<file path="src/rtl/dacseq_pkg.sv">
`timescale 1ns/1ps
// Shared types and cycle-count helpers for the DAC write sequencer.
// Assumes clock frequency is given in whole MHz.
package dacseq_pkg;

    // State encoding: bit0 = chip select active, bit1 = write strobe active,
    // bit2 = load strobe active, bit3 = post-strobe phase. Strobes come
    // straight from flops, so the bus pins never glitch.
    typedef enum logic [3:0] {
        ST_IDLE   = 4'b0000,
        ST_PREP   = 4'b0001,
        ST_STROBE = 4'b0011,
        ST_CSHOLD = 4'b1001,
        ST_DHOLD  = 4'b1000,
        ST_LOAD   = 4'b0100
    } seq_state_t;

    // Minimum time in ns to whole clock cycles, rounded up, at least one.
    function automatic int ns_to_cyc(input int ns, input int mhz);
        int c;
        c = (ns * mhz + 999) / 1000;
        return (c < 1) ? 1 : c;
    endfunction

    // Data hold: base time plus chip-select hold (one clock period), capped.
    function automatic int hold_cyc(input int base_ns, input int cap_ns, input int mhz);
        int per_ps;
        int add_ps;
        int c;
        per_ps = (1000000 + mhz - 1) / mhz;
        add_ps = (per_ps < cap_ns * 1000) ? per_ps : cap_ns * 1000;
        c = ((base_ns * 1000 + add_ps) * mhz + 999999) / 1000000;
        return (c < 1) ? 1 : c;
    endfunction

endpackage

</file>
<file path="src/rtl/dacseq_timer.sv">
`timescale 1ns/1ps
// Down counter that times each strobe and hold phase.
// Assumes load values fit in CNT_W bits; holds at zero when not loaded.
module dacseq_timer #(
    parameter int CNT_W = 5
) (
    input  logic             clk,
    input  logic             rst_n,
    input  logic             load,
    input  logic [CNT_W-1:0] load_val,
    output logic             zero
);
    logic [CNT_W-1:0] cnt;

    // Load a phase length or count down toward zero.
    always_ff @(posedge clk) begin
        if (!rst_n)           cnt <= '0;
        else if (load)        cnt <= load_val;
        else if (cnt != '0)   cnt <= cnt - 1'b1;
    end

    assign zero = (cnt == '0);
endmodule

</file>
<file path="src/rtl/dacseq_ctrl.sv">
`timescale 1ns/1ps
// Sequencing FSM: takes a request, runs low-byte and high-part write cycles,
// then an optional load pulse. Assumes WRL, DH, LD are at least one cycle.
module dacseq_ctrl
    import dacseq_pkg::*;
#(
    parameter int CODE_W = 12,
    parameter int WRL    = 16,
    parameter int DH     = 3,
    parameter int LD     = 16,
    parameter int CNT_W  = 5
) (
    input  logic              clk,
    input  logic              rst_n,
    input  logic              req_valid,
    input  logic              req_chan,
    input  logic [CODE_W-1:0] req_code,
    input  logic              req_load,
    output seq_state_t        state,
    output logic              hi,
    output logic              chan,
    output logic [CODE_W-1:0] code
);
    seq_state_t       nxt;
    logic             ld_flag;
    logic             accept;
    logic             adv_byte;
    logic             finish;
    logic             tmr_load;
    logic [CNT_W-1:0] tmr_val;
    logic             tmr_zero;

    dacseq_timer #(.CNT_W(CNT_W)) u_timer (
        .clk      (clk),
        .rst_n    (rst_n),
        .load     (tmr_load),
        .load_val (tmr_val),
        .zero     (tmr_zero)
    );

    // Next-state and timer-load decision.
    always_comb begin
        nxt      = state;
        accept   = 1'b0;
        adv_byte = 1'b0;
        finish   = 1'b0;
        tmr_load = 1'b0;
        tmr_val  = '0;
        case (state)
            ST_IDLE: if (req_valid) begin
                nxt    = ST_PREP;
                accept = 1'b1;
            end
            ST_PREP: begin
                nxt      = ST_STROBE;
                tmr_load = 1'b1;
                tmr_val  = CNT_W'(WRL - 1);
            end
            ST_STROBE: if (tmr_zero) nxt = ST_CSHOLD;
            ST_CSHOLD: begin
                if (DH > 1) begin
                    nxt      = ST_DHOLD;
                    tmr_load = 1'b1;
                    tmr_val  = CNT_W'(DH - 2);
                end else begin
                    finish = 1'b1;
                end
            end
            ST_DHOLD: if (tmr_zero) finish = 1'b1;
            ST_LOAD:  if (tmr_zero) nxt = ST_IDLE;
            default:  nxt = ST_IDLE;
        endcase
        if (finish) begin
            if (!hi) begin
                nxt      = ST_PREP;
                adv_byte = 1'b1;
            end else if (ld_flag) begin
                nxt      = ST_LOAD;
                tmr_load = 1'b1;
                tmr_val  = CNT_W'(LD - 1);
            end else begin
                nxt = ST_IDLE;
            end
        end
    end

    // State register and request capture.
    always_ff @(posedge clk) begin
        if (!rst_n) begin
            state   <= ST_IDLE;
            hi      <= 1'b0;
            chan    <= 1'b0;
            code    <= '0;
            ld_flag <= 1'b0;
        end else begin
            state <= nxt;
            if (accept) begin
                chan    <= req_chan;
                code    <= req_code;
                ld_flag <= req_load;
                hi      <= 1'b0;
            end else if (adv_byte) begin
                hi <= 1'b1;
            end
        end
    end

    // the high part is never written before a low byte of the same request.
    p_low_first_r2: assert property (@(posedge clk) disable iff (!rst_n)
        (state == ST_IDLE && req_valid) |=> (state == ST_PREP && !hi));
endmodule

</file>
<file path="src/rtl/dacseq_drive.sv">
`timescale 1ns/1ps
// Bus decode: strobes taken from state bits, address and data muxed from the
// captured request. Assumes code changes only while idle.
module dacseq_drive
    import dacseq_pkg::*;
#(
    parameter int DATA_W = 8,
    parameter int CODE_W = 12
) (
    input  logic              clk,
    input  logic              rst_n,
    input  seq_state_t        state,
    input  logic              hi,
    input  logic              chan,
    input  logic [CODE_W-1:0] code,
    output logic              req_ready,
    output logic              dac_cs_n,
    output logic              dac_wr_n,
    output logic              dac_ld_n,
    output logic [1:0]        dac_addr,
    output logic [DATA_W-1:0] dac_data
);
    logic [3:0] sbits;

    assign sbits = state;

    // Pin decode from the state encoding and the captured request.
    always_comb begin
        req_ready = (state == ST_IDLE);
        dac_cs_n  = ~sbits[0];
        dac_wr_n  = ~sbits[1];
        dac_ld_n  = ~sbits[2];
        dac_addr  = {chan, hi};
        dac_data  = hi ? DATA_W'(code >> DATA_W) : code[DATA_W-1:0];
    end

    // address and data do not move while the write strobe is low.
    p_strobe_stable_r6: assert property (@(posedge clk) disable iff (!rst_n)
        (!dac_wr_n && $past(!dac_wr_n)) |-> ($stable(dac_data) && $stable(dac_addr)));
endmodule

</file>
<file path="src/rtl/dac_byte_sequencer.sv">
`timescale 1ns/1ps
// Top: timed write sequencer for a byte-wide, double-buffered dual DAC.
// Converts nanosecond minimums to cycles from CLK_MHZ; assumes CODE_W <= 2*DATA_W.
module dac_byte_sequencer
    import dacseq_pkg::*;
#(
    parameter int CLK_MHZ         = 200,
    parameter int DATA_W          = 8,
    parameter int CODE_W          = 12,
    parameter int WR_MIN_NS       = 80,
    parameter int SETUP_MIN_NS    = 80,
    parameter int HOLD_MIN_NS     = 10,
    parameter int HOLD_ADD_CAP_NS = 10,
    parameter int LD_MIN_NS       = 80
) (
    input  logic              clk,
    input  logic              rst_n,
    input  logic              req_valid,
    output logic              req_ready,
    input  logic              req_chan,
    input  logic [CODE_W-1:0] req_code,
    input  logic              req_load,
    output logic              dac_cs_n,
    output logic              dac_wr_n,
    output logic [1:0]        dac_addr,
    output logic [DATA_W-1:0] dac_data,
    output logic              dac_ld_n
);
    localparam int WR_C  = ns_to_cyc(WR_MIN_NS, CLK_MHZ);
    localparam int SU_C  = ns_to_cyc(SETUP_MIN_NS, CLK_MHZ);
    localparam int WRL   = (WR_C > SU_C - 1) ? WR_C : SU_C - 1;
    localparam int DH    = hold_cyc(HOLD_MIN_NS, HOLD_ADD_CAP_NS, CLK_MHZ);
    localparam int LD    = ns_to_cyc(LD_MIN_NS, CLK_MHZ);
    localparam int MAXC  = (WRL > LD) ? ((WRL > DH) ? WRL : DH) : ((LD > DH) ? LD : DH);
    localparam int CNT_W = $clog2(MAXC + 1);

    seq_state_t        state;
    logic              hi;
    logic              chan;
    logic [CODE_W-1:0] code;

    dacseq_ctrl #(
        .CODE_W (CODE_W), .WRL (WRL), .DH (DH), .LD (LD), .CNT_W (CNT_W)
    ) u_ctrl (
        .clk       (clk),
        .rst_n     (rst_n),
        .req_valid (req_valid),
        .req_chan  (req_chan),
        .req_code  (req_code),
        .req_load  (req_load),
        .state     (state),
        .hi        (hi),
        .chan      (chan),
        .code      (code)
    );

    dacseq_drive #(.DATA_W (DATA_W), .CODE_W (CODE_W)) u_drive (
        .clk       (clk),
        .rst_n     (rst_n),
        .state     (state),
        .hi        (hi),
        .chan      (chan),
        .code      (code),
        .req_ready (req_ready),
        .dac_cs_n  (dac_cs_n),
        .dac_wr_n  (dac_wr_n),
        .dac_ld_n  (dac_ld_n),
        .dac_addr  (dac_addr),
        .dac_data  (dac_data)
    );

    // Checker counters for pulse widths and data hold.
    logic [15:0] wr_low_cnt;
    logic [15:0] ld_low_cnt;
    logic [15:0] since_rise;
    logic        seen_wr;

    // Track strobe low lengths and cycles since the write strobe went high.
    always_ff @(posedge clk) begin
        if (!rst_n) begin
            wr_low_cnt <= '0;
            ld_low_cnt <= '0;
            since_rise <= '0;
            seen_wr    <= 1'b0;
        end else begin
            wr_low_cnt <= dac_wr_n ? 16'd0 : wr_low_cnt + 16'd1;
            ld_low_cnt <= dac_ld_n ? 16'd0 : ld_low_cnt + 16'd1;
            if (!dac_wr_n)               since_rise <= '0;
            else if (since_rise != 16'hFFFF) since_rise <= since_rise + 16'd1;
            if (!dac_wr_n) seen_wr <= 1'b1;
        end
    end

    // an accepted request makes the block busy and selects the chip.
    p_busy_after_accept_r2: assert property (@(posedge clk) disable iff (!rst_n)
        (req_valid && req_ready) |=> (!req_ready && !dac_cs_n));
    // an idle block drives no strobe.
    p_idle_quiet_r2: assert property (@(posedge clk) disable iff (!rst_n)
        req_ready |-> (dac_cs_n && dac_wr_n && dac_ld_n));
    // each write strobe lasts exactly WRL cycles.
    p_wr_width_r4: assert property (@(posedge clk) disable iff (!rst_n)
        $rose(dac_wr_n) |-> (wr_low_cnt == 16'(WRL)));
    // chip select frames the write strobe on both edges.
    p_cs_frames_wr_r5: assert property (@(posedge clk) disable iff (!rst_n)
        (!dac_wr_n || $rose(dac_wr_n)) |-> !dac_cs_n);
    p_cs_before_wr_r5: assert property (@(posedge clk) disable iff (!rst_n)
        $fell(dac_wr_n) |-> $past(!dac_cs_n));
    // data is held DH cycles after the strobe rises.
    p_data_hold_r7: assert property (@(posedge clk) disable iff (!rst_n)
        (seen_wr && !$stable(dac_data)) |-> (since_rise >= 16'(DH)));
    // load pulse never overlaps a write and lasts exactly LD cycles.
    p_load_alone_r8: assert property (@(posedge clk) disable iff (!rst_n)
        !dac_ld_n |-> (dac_cs_n && dac_wr_n));
    p_ld_width_r8: assert property (@(posedge clk) disable iff (!rst_n)
        $rose(dac_ld_n) |-> (ld_low_cnt == 16'(LD)));
endmodule

</file>
<file path="config.mk">
export PLATFORM = sky130hd
export DESIGN_NAME = dac_byte_sequencer
export DESIGN_NICKNAME = d
export VERILOG_FILES = /design/src/rtl/dacseq_pkg.sv /design/src/rtl/dacseq_timer.sv /design/src/rtl/dacseq_ctrl.sv /design/src/rtl/dacseq_drive.sv /design/src/rtl/dac_byte_sequencer.sv
export SDC_FILE = /design/constraint.sdc
export NUM_CORES = 1
export LEC_CHECK = 0
export ABC_AREA = 1
export ABC_CLOCK_PERIOD_IN_PS = 1410
export BUFFER_PORTS_ARGS = -buffer_cell sky130_fd_sc_hd__buf_2
export CAP_MARGIN = 20
export CORE_UTILIZATION = 46
export CTS_CLUSTER_SIZE = 14
export DETAILED_ROUTE_END_ITERATION = 12
export GPL_TIMING_DRIVEN = 0
export PLACE_DENSITY = 0.84
export SLEW_MARGIN = 30
export SYNTH_ARGS = -nofsm -noshare
export SYNTH_HDL_FRONTEND = slang
export SYNTH_SLANG_ARGS = --single-unit
</file>
<file path="constraint.sdc">
create_clock -name clk -period 1.41 [get_ports clk]
set_input_delay 0.141 -clock clk [delete_from_list [all_inputs] [get_ports clk]]
set_output_delay 0.141 -clock clk [all_outputs]
set_load 0.005 [all_outputs]
</file>
==> results.txt, run 1 <==
Worst EP arrival: 1.22 ns
Number of DRC markers in iteration 0: 26
FF-to-FF Start: u_ctrl.u_timer.cnt[0]$_SDFFE_PN0P_
I/O Buffers: 30
Met3 usage: 0.008696
HP Class: input pin to flip-flop
Post-synth net total: 180
Area contributors post-synth: dfxtp_1 (41%), nand2_1 (10%), a21oi_1 (7.2%), inv_1 (6.3%), nor2_1 (4.8%)
First-pass GRT wire length: 3905 µm
Slew margin rel.: 0.8115
Vias in the first global route: 990
# DRC: 0
M1 GR Usage: 0.2394
Placed Cells incl. Taps: 222
Setup Buffers After CTS: 0
Tmin final: 1.360 ns
DRT Wirelength: 2417 µm
Pre-antenna DRT Iters: 4
CTS Hold Bufs: 0
Clock share of power: 0.166
Avg Cell Area, Syn: 7.314 µm²
Share of layout cells above drive strength 1: 0.3418
Slew Limit Fails: 0
Site Rows: 18
CP endpoint kind: output pin
Chip width: 52.75 µm
Hold Vio Cnt, Final: 0
Post-synth top area share: 0.4055
I/O Pins: 31
Final setup violating endpoints: 0
Data required time at the worst endpoint: 1.27 ns
Post-synth cell types: 31
Antenna violations before repair: 0
Total CTS buffers: 3
Crit path max fanout: 6
Antenna Nets Post-Route: 0
Final worst-path cycle share: 0.9645
Vias post-DR: 1140
Fin cells: 226
Full die area: 2783 µm²
Most Crowded Layer GR: met2
Routability cong.: 0.7935
Post-DR vias/cell: 5.044
HP Start: req_code[10]
Share of power burned in registers: 0.338
Pleak: 0.6931 nW
Max Fclk: 735.3 MHz
Largest area contributor in the netlist: dfxtp_1
Clk_lat worst skew: 0.33 ns
Initial Utilization: 0.4827
Max-cap viol count: 0
Flop and latch count out of synthesis: 24
GRT Total Usage: 0.1889
Post-Syn Instances: 162
Clock buffer depth: 2
TritonCTS clock tree: yes
DIE HEIGHT: 52.75 µm
Worst-Margin Slew: 0.2810 ns
Seq/Total Area, Yosys: 0.4055
Layout area overhead: 24.82%
GR Overflow Total: 0
Fin nets: 215
Startpoint Class: flip-flop
Max VDD drop: 1.753 mV
Internal power: 1.823 mW
Comb pwr share: 0.496
Core Footprint: 2455 µm²
TritonCTS Sinks: 24
Switch share: 0.4062
Run status: completed
Yosys warnings: 0
Critical path class: flip-flop to output pin
DR WL/cell: 10.69 µm
Clk_skew: 0.01249 ns
H-tree Lvls: 1
Clk slew on worst S/H paths: 0.15 ns
CP Launch Point: u_ctrl.state[2]$_SDFFE_PN0P_
RSZ-0062 raised after global routing: true
Mapped Area: 1185 µm²
Power per cell area: 2076 nW/µm²
Post-DP HPWL: 1807 µm
GR Util met2: 0.3207
Largest net degree at the start of global routing: 15
NetSw: 1.247 mW
Root Buffer: clkbuf_4
Post-layout util: 0.6024
Antenna diodes: 0
==> flip-flops by register name, indices dropped and copies added, names as in the netlist <==
| signal | cells |
|---|---|
| u_ctrl.u_timer.cnt | 5 |
| u_ctrl.hi | 1 |
| u_ctrl.state | 4 |
| u_ctrl.chan | 1 |
| u_ctrl.code | 12 |
| u_ctrl.ld_flag | 1 |
==> what timing repair did <==
item | in CTS | in global routing
endpoints found under the setup margin | 18 | 10
hold endpoints to repair | 0 | 0
pin swaps | 0 | 2
gates resized for setup | 5 | 15
==> worst paths after layout <==
path,end,slack (ns),cells past startpoint
max,req_ready,0.05,4
min reg2reg,u_ctrl.u_timer.cnt[4]$_SDFFE_PN0P_,0.46,2
max reg2reg,u_ctrl.u_timer.cnt[1]$_SDFFE_PN0P_,0.10,9
min,u_ctrl.code[10]$_SDFFE_PN0P_,0.04,3
==> power groups by stage <==
| stage | clock, mW | combinational, mW | sequential, mW |
|---|---|---|---|
| CTS | 0.508 | 1.48 | 1.02 |
| global placement | 0 | 1.39 | 1.02 |
| detailed placement | 0 | 1.42 | 1.03 |
| floorplan | 0 | 1.09 | 1.00 |
| finish | 0.510 | 1.52 | 1.04 |
| global route | 0.530 | 1.73 | 1.06 |
==> cell usage after synthesis (all sizes together) <==
cell,n
a211oi,2
nand4,2
o211ai,2
buf,5
ha,1
o21ai,17
clkbuf,1
inv,24
o31ai,1
nor3,2
nand3,6
a21oi,17
xnor2,1
nor2,18
clkinv,1
nand2,36
dfxtp,24
xor2,2
==> cell families after synthesis <==
family | after synthesis | share of synthesized area
xor gates and xnor gates | 3 | 0.02218
adders and majority gates | 1 | 0.01056
buffers and inverters | 31 | 0.1182
AOI/OAI and AO/OA | 39 | 0.1869
DFF | 24 | 0.4055
and+or+nand+nor | 64 | 0.2566
==> layout by cell type (no fill, tap or decap) <==
cell type	count
a211oi_1	1
o21ai_1	6
dfxtp_2	4
clkbuf_4	4
buf_2	31
dfxtp_4	2
a21oi_1	17
buf_4	2
o211ai_2	1
a211oi_2	1
nand3_1	4
nor2_2	3
buf_6	2
nand3_2	1
ha_4	1
inv_1	18
clkinv_1	1
xnor2_1	1
nor2_1	14
nor2_4	1
bufinv_16	1
nand2_1	32
xor2_1	2
o31ai_1	1
inv_2	4
nand2_2	1
dfxtp_1	18
o21ai_2	1
inv_4	2
o211ai_1	1
nand4_1	2
nand2_4	3
nor3_1	1
o21ai_0	10
nand3_4	1
nor3_4	1
==> cell type report <==
type                            count  area [µm²]
Tap cell                           30       37.54
Sequential cell                    24       493.0
Buffer                              6       50.05
Timing Repair Buffer               30       150.1
Inverter                           25       98.84
Multi-Input combinational cell    107       596.8
Clock inverter                      1       30.03
Fill cell                         225       975.9
Clock buffer                        3       22.52
==> routing by layer <==
metal / routed length [µm] / vias up / part of all wire
met3: 53 / 5 / 0.022
met2: 1232 / 23 / 0.51
met5: 0 / - / 0
li1: - / 587 / -
met1: 1085 / 525 / 0.45
met4: 46 / 0 / 0.019
==> worst max-delay path, stage by stage, from the launching register on <==
cell and delay, ns:
dfxtp_4 0.39, inv_4 0.07, nand2_4 0.06, nor3_4 0.23, buf_2 0.16
==> through the flow <==
step | setup slack (ns) | TNS [ns] | hold WS [ns] | instance area (µm²) | power, mW
2_1_floorplan | 0.07289 | 0 | 0.2734 | 1185 | 2.093
5_1_grt | -0.02339 | -0.02339 | 0.04688 | 1479 | 3.326
3_3_place_gp | -0.07290 | -0.1460 | 0.3902 | 1373 | 2.410
3_5_place_dp | -0.1273 | -0.4642 | 0.3970 | 1373 | 2.451
6_report | 0.05007 | 0 | 0.03658 | 1479 | 3.070
4_1_cts | 0.008399 | 0 | 0.04129 | 1444 | 2.999
(Power assumes the default switching activity.)
==> run 2, diff against run 1 <==
- CORE_UTILIZATION: 46 -> 48
- CTS_BUF_LIST: not set -> sky130_fd_sc_hd__clkbuf_8
- PLACE_DENSITY: 0.84 -> 0.87
==> run 2 against run 1 <==
- count of clock-buffer cells in the layout stayed put
- critical path depth rose by 5
- power is 4.6% lower
- clock skew decreased by 0.011 ns
- routed wire length grew 1.5%
- combinational power about the same
- largest power group unchanged
- hold slack better by 0.079 ns
==> results.txt, run 2 (synthesized netlist as in run 1, its figures left out) <==
Antenna Nets Post-Route: 0
Min Hold Slack: 0.1159 ns
Antenna diodes: 0
Comb pwr share: 0.513
Tmin final: 1.312 ns
H-tree Lvls: 1
Vias post-DR: 1125
HP Class: input pin to flip-flop
# DRC: 0
Internal power: 1.712 mW
Max-cap viol count: 0
TritonCTS clock tree: yes
Power per cell area: 2023 nW/µm²
Site Rows: 17
Slew margin rel.: 0.8206
Switch share: 0.4156
TritonCTS Sinks: 24
Max Fclk: 762.2 MHz
NetSw: 1.217 mW
Fin area: 1448 µm²
Clk_skew: 0.001716 ns
CP Launch Point: u_ctrl.u_timer.cnt[1]$_SDFFE_PN0P_
Commonest non-fill, non-tap cells in the layout: nand2_1 (32), buf_2 (31), dfxtp_1 (20), inv_1 (18), a21oi_1 (17)
DIE HEIGHT: 51.69 µm
HP Start: req_code[10]
Run status: completed
Placed Cells incl. Taps: 220
Core Footprint: 2276 µm²
Antenna violations before repair: 0
Final worst-path cycle share: 0.9305
Slew Limit Fails: 0
Data required time at the worst endpoint: 1.58 ns
Worst slack, placed: -0.1068 ns
DR WL/cell: 11.00 µm
CP cell instances: inv_2 -> ha_4 -> nand3_4 -> nor2_4 -> nand2_4 -> nand2_2 -> nor2_2 -> nor2_1 -> nor2_1
Clk_lat worst skew: 0.27 ns
Pre-antenna DRT Iters: 4
FF-to-FF Start: u_ctrl.u_timer.cnt[1]$_SDFFE_PN0P_
Fin nets: 215
I/O Buffers: 30
Top delay family on crit path: simple AND/OR/NAND/NOR gates
Vias in the first global route: 1024
DRT Wirelength: 2454 µm
Number of DRC markers in iteration 0: 18
Clock share of power: 0.135
CP max-delay cell: dfxtp_1
Post-Route Setup TNS: 0 ns
Max VDD drop: 1.175 mV
Crit path max fanout: 6
CP endpoint kind: flip-flop
Crit-path max cell delay: 0.33 ns
Reg with most FFs: u_ctrl.code
Initial Utilization: 0.5206
GRT Total Usage: 0.2100
Hold Vio Cnt, Final: 0
Chip width: 51.69 µm
Routability cong.: 0.8375
Final setup violating endpoints: 0
Full die area: 2671 µm²
Worst Path Buf+Inv: 1
Worst-Margin Slew: 0.2674 ns
Pleak: 0.6829 nW
I/O Pins: 31
Share of power burned in registers: 0.351
Clk slew on worst S/H paths: 0.08 ns
Post-DR vias/cell: 5.045
Post-DP HPWL: 1756 µm
CP most frequent cell: nor2_1
PnR worst setup slack: 0.09801 ns
Largest regs: u_ctrl.code x12, u_ctrl.u_timer.cnt x5, u_ctrl.state x4
Share of layout cells above drive strength 1: 0.3282
Total CTS buffers: 3
Fin cells: 223
Root Buffer: clkbuf_8
Critical path class: flip-flop to flip-flop
Layout area overhead: 22.18%
GR Overflow Total: 0
CTS Hold Bufs: 0
First-pass GRT wire length: 4071 µm
Clock buffer depth: 2
Dpl cell area: 1370 µm²
Largest net degree at the start of global routing: 13
Largest register FFs: 12
Startpoint Class: flip-flop
Most common cell after layout, fill and taps aside: nand2_1
Worst EP arrival: 1.48 ns
-- run 2: cell types whose count changed in the layout (fill, tap and decap cells not counted) --
cell,before,now
nand2_4,3,2
dfxtp_1,18,20
clkbuf_8,0,3
dfxtp_4,2,0
inv_2,4,6
nand2_2,1,2
bufinv_16,1,0
inv_4,2,0
clkbuf_4,4,1
-- run 2: stage by stage --
stage                     power [mW]    util
after CTS                      2.876  0.6262
final                          2.929  0.6361
after detailed placement       2.440  0.6020
after global placement         2.407  0.6020
after global routing           3.187  0.6361
after floorplan                2.093       -
-- run 2: what timing repair did --
item	in CTS	in global routing
resized for setup	3	11
buffers inserted	0	0
pin swaps	0	2
endpoints found under the setup margin	13	11
-- run 2: worst reg2reg max path, cell delays in order, from the launching register on --
cell	delay, ns
dfxtp_1	0.33
inv_2	0.08
ha_4	0.16
nand3_4	0.12
nor2_4	0.17
nand2_4	0.09
nand2_2	0.09
nor2_2	0.04
nor2_1	0.10
nor2_1	0.04
-- run 2: power by group through the flow --
| stage | sequential (mW) | clock, mW | combinational (mW) |
|---|---|---|---|
| global placement | 1.02 | 0 | 1.38 |
| detailed placement | 1.03 | 0 | 1.41 |
| global route | 1.06 | 0.421 | 1.71 |
| CTS | 1.01 | 0.404 | 1.46 |
| floorplan | 1.00 | 0 | 1.09 |
| finish | 1.03 | 0.396 | 1.50 |
-- run 2: worst paths after layout --
| path | slack, ns | cells past startpoint | end |
|---|---|---|---|
| max reg2reg | 0.1 | 9 | u_ctrl.u_timer.cnt[1]$_SDFFE_PN0P_ |
| min | 0.12 | 3 | u_ctrl.code[10]$_SDFFE_PN0P_ |
| max | 0.1 | 9 | u_ctrl.u_timer.cnt[1]$_SDFFE_PN0P_ |
| min reg2reg | 0.45 | 2 | u_ctrl.code[0]$_SDFFE_PN0P_ |
-- run 2: final cells by class --
type,count,area [µm²]
plain buffers,6,50.05
clock buffers,3,41.29
fillers,195,828.3
inverters,25,93.84
multi-input cells,107,591.8
flip-flops and latches,24,485.5
well taps,28,35.03
repair buffers,30,150.1
-- run 2: per-layer routing --
metal / routed length [µm] / track usage / vias to the layer above
met4: 87 / 0.1396 / 0
met3: 83 / 0.05556 / 10
met5: 0 / 0 / -
li1: - / - / 592
met1: 1092 / 0.2392 / 498
met2: 1190 / 0.3420 / 25
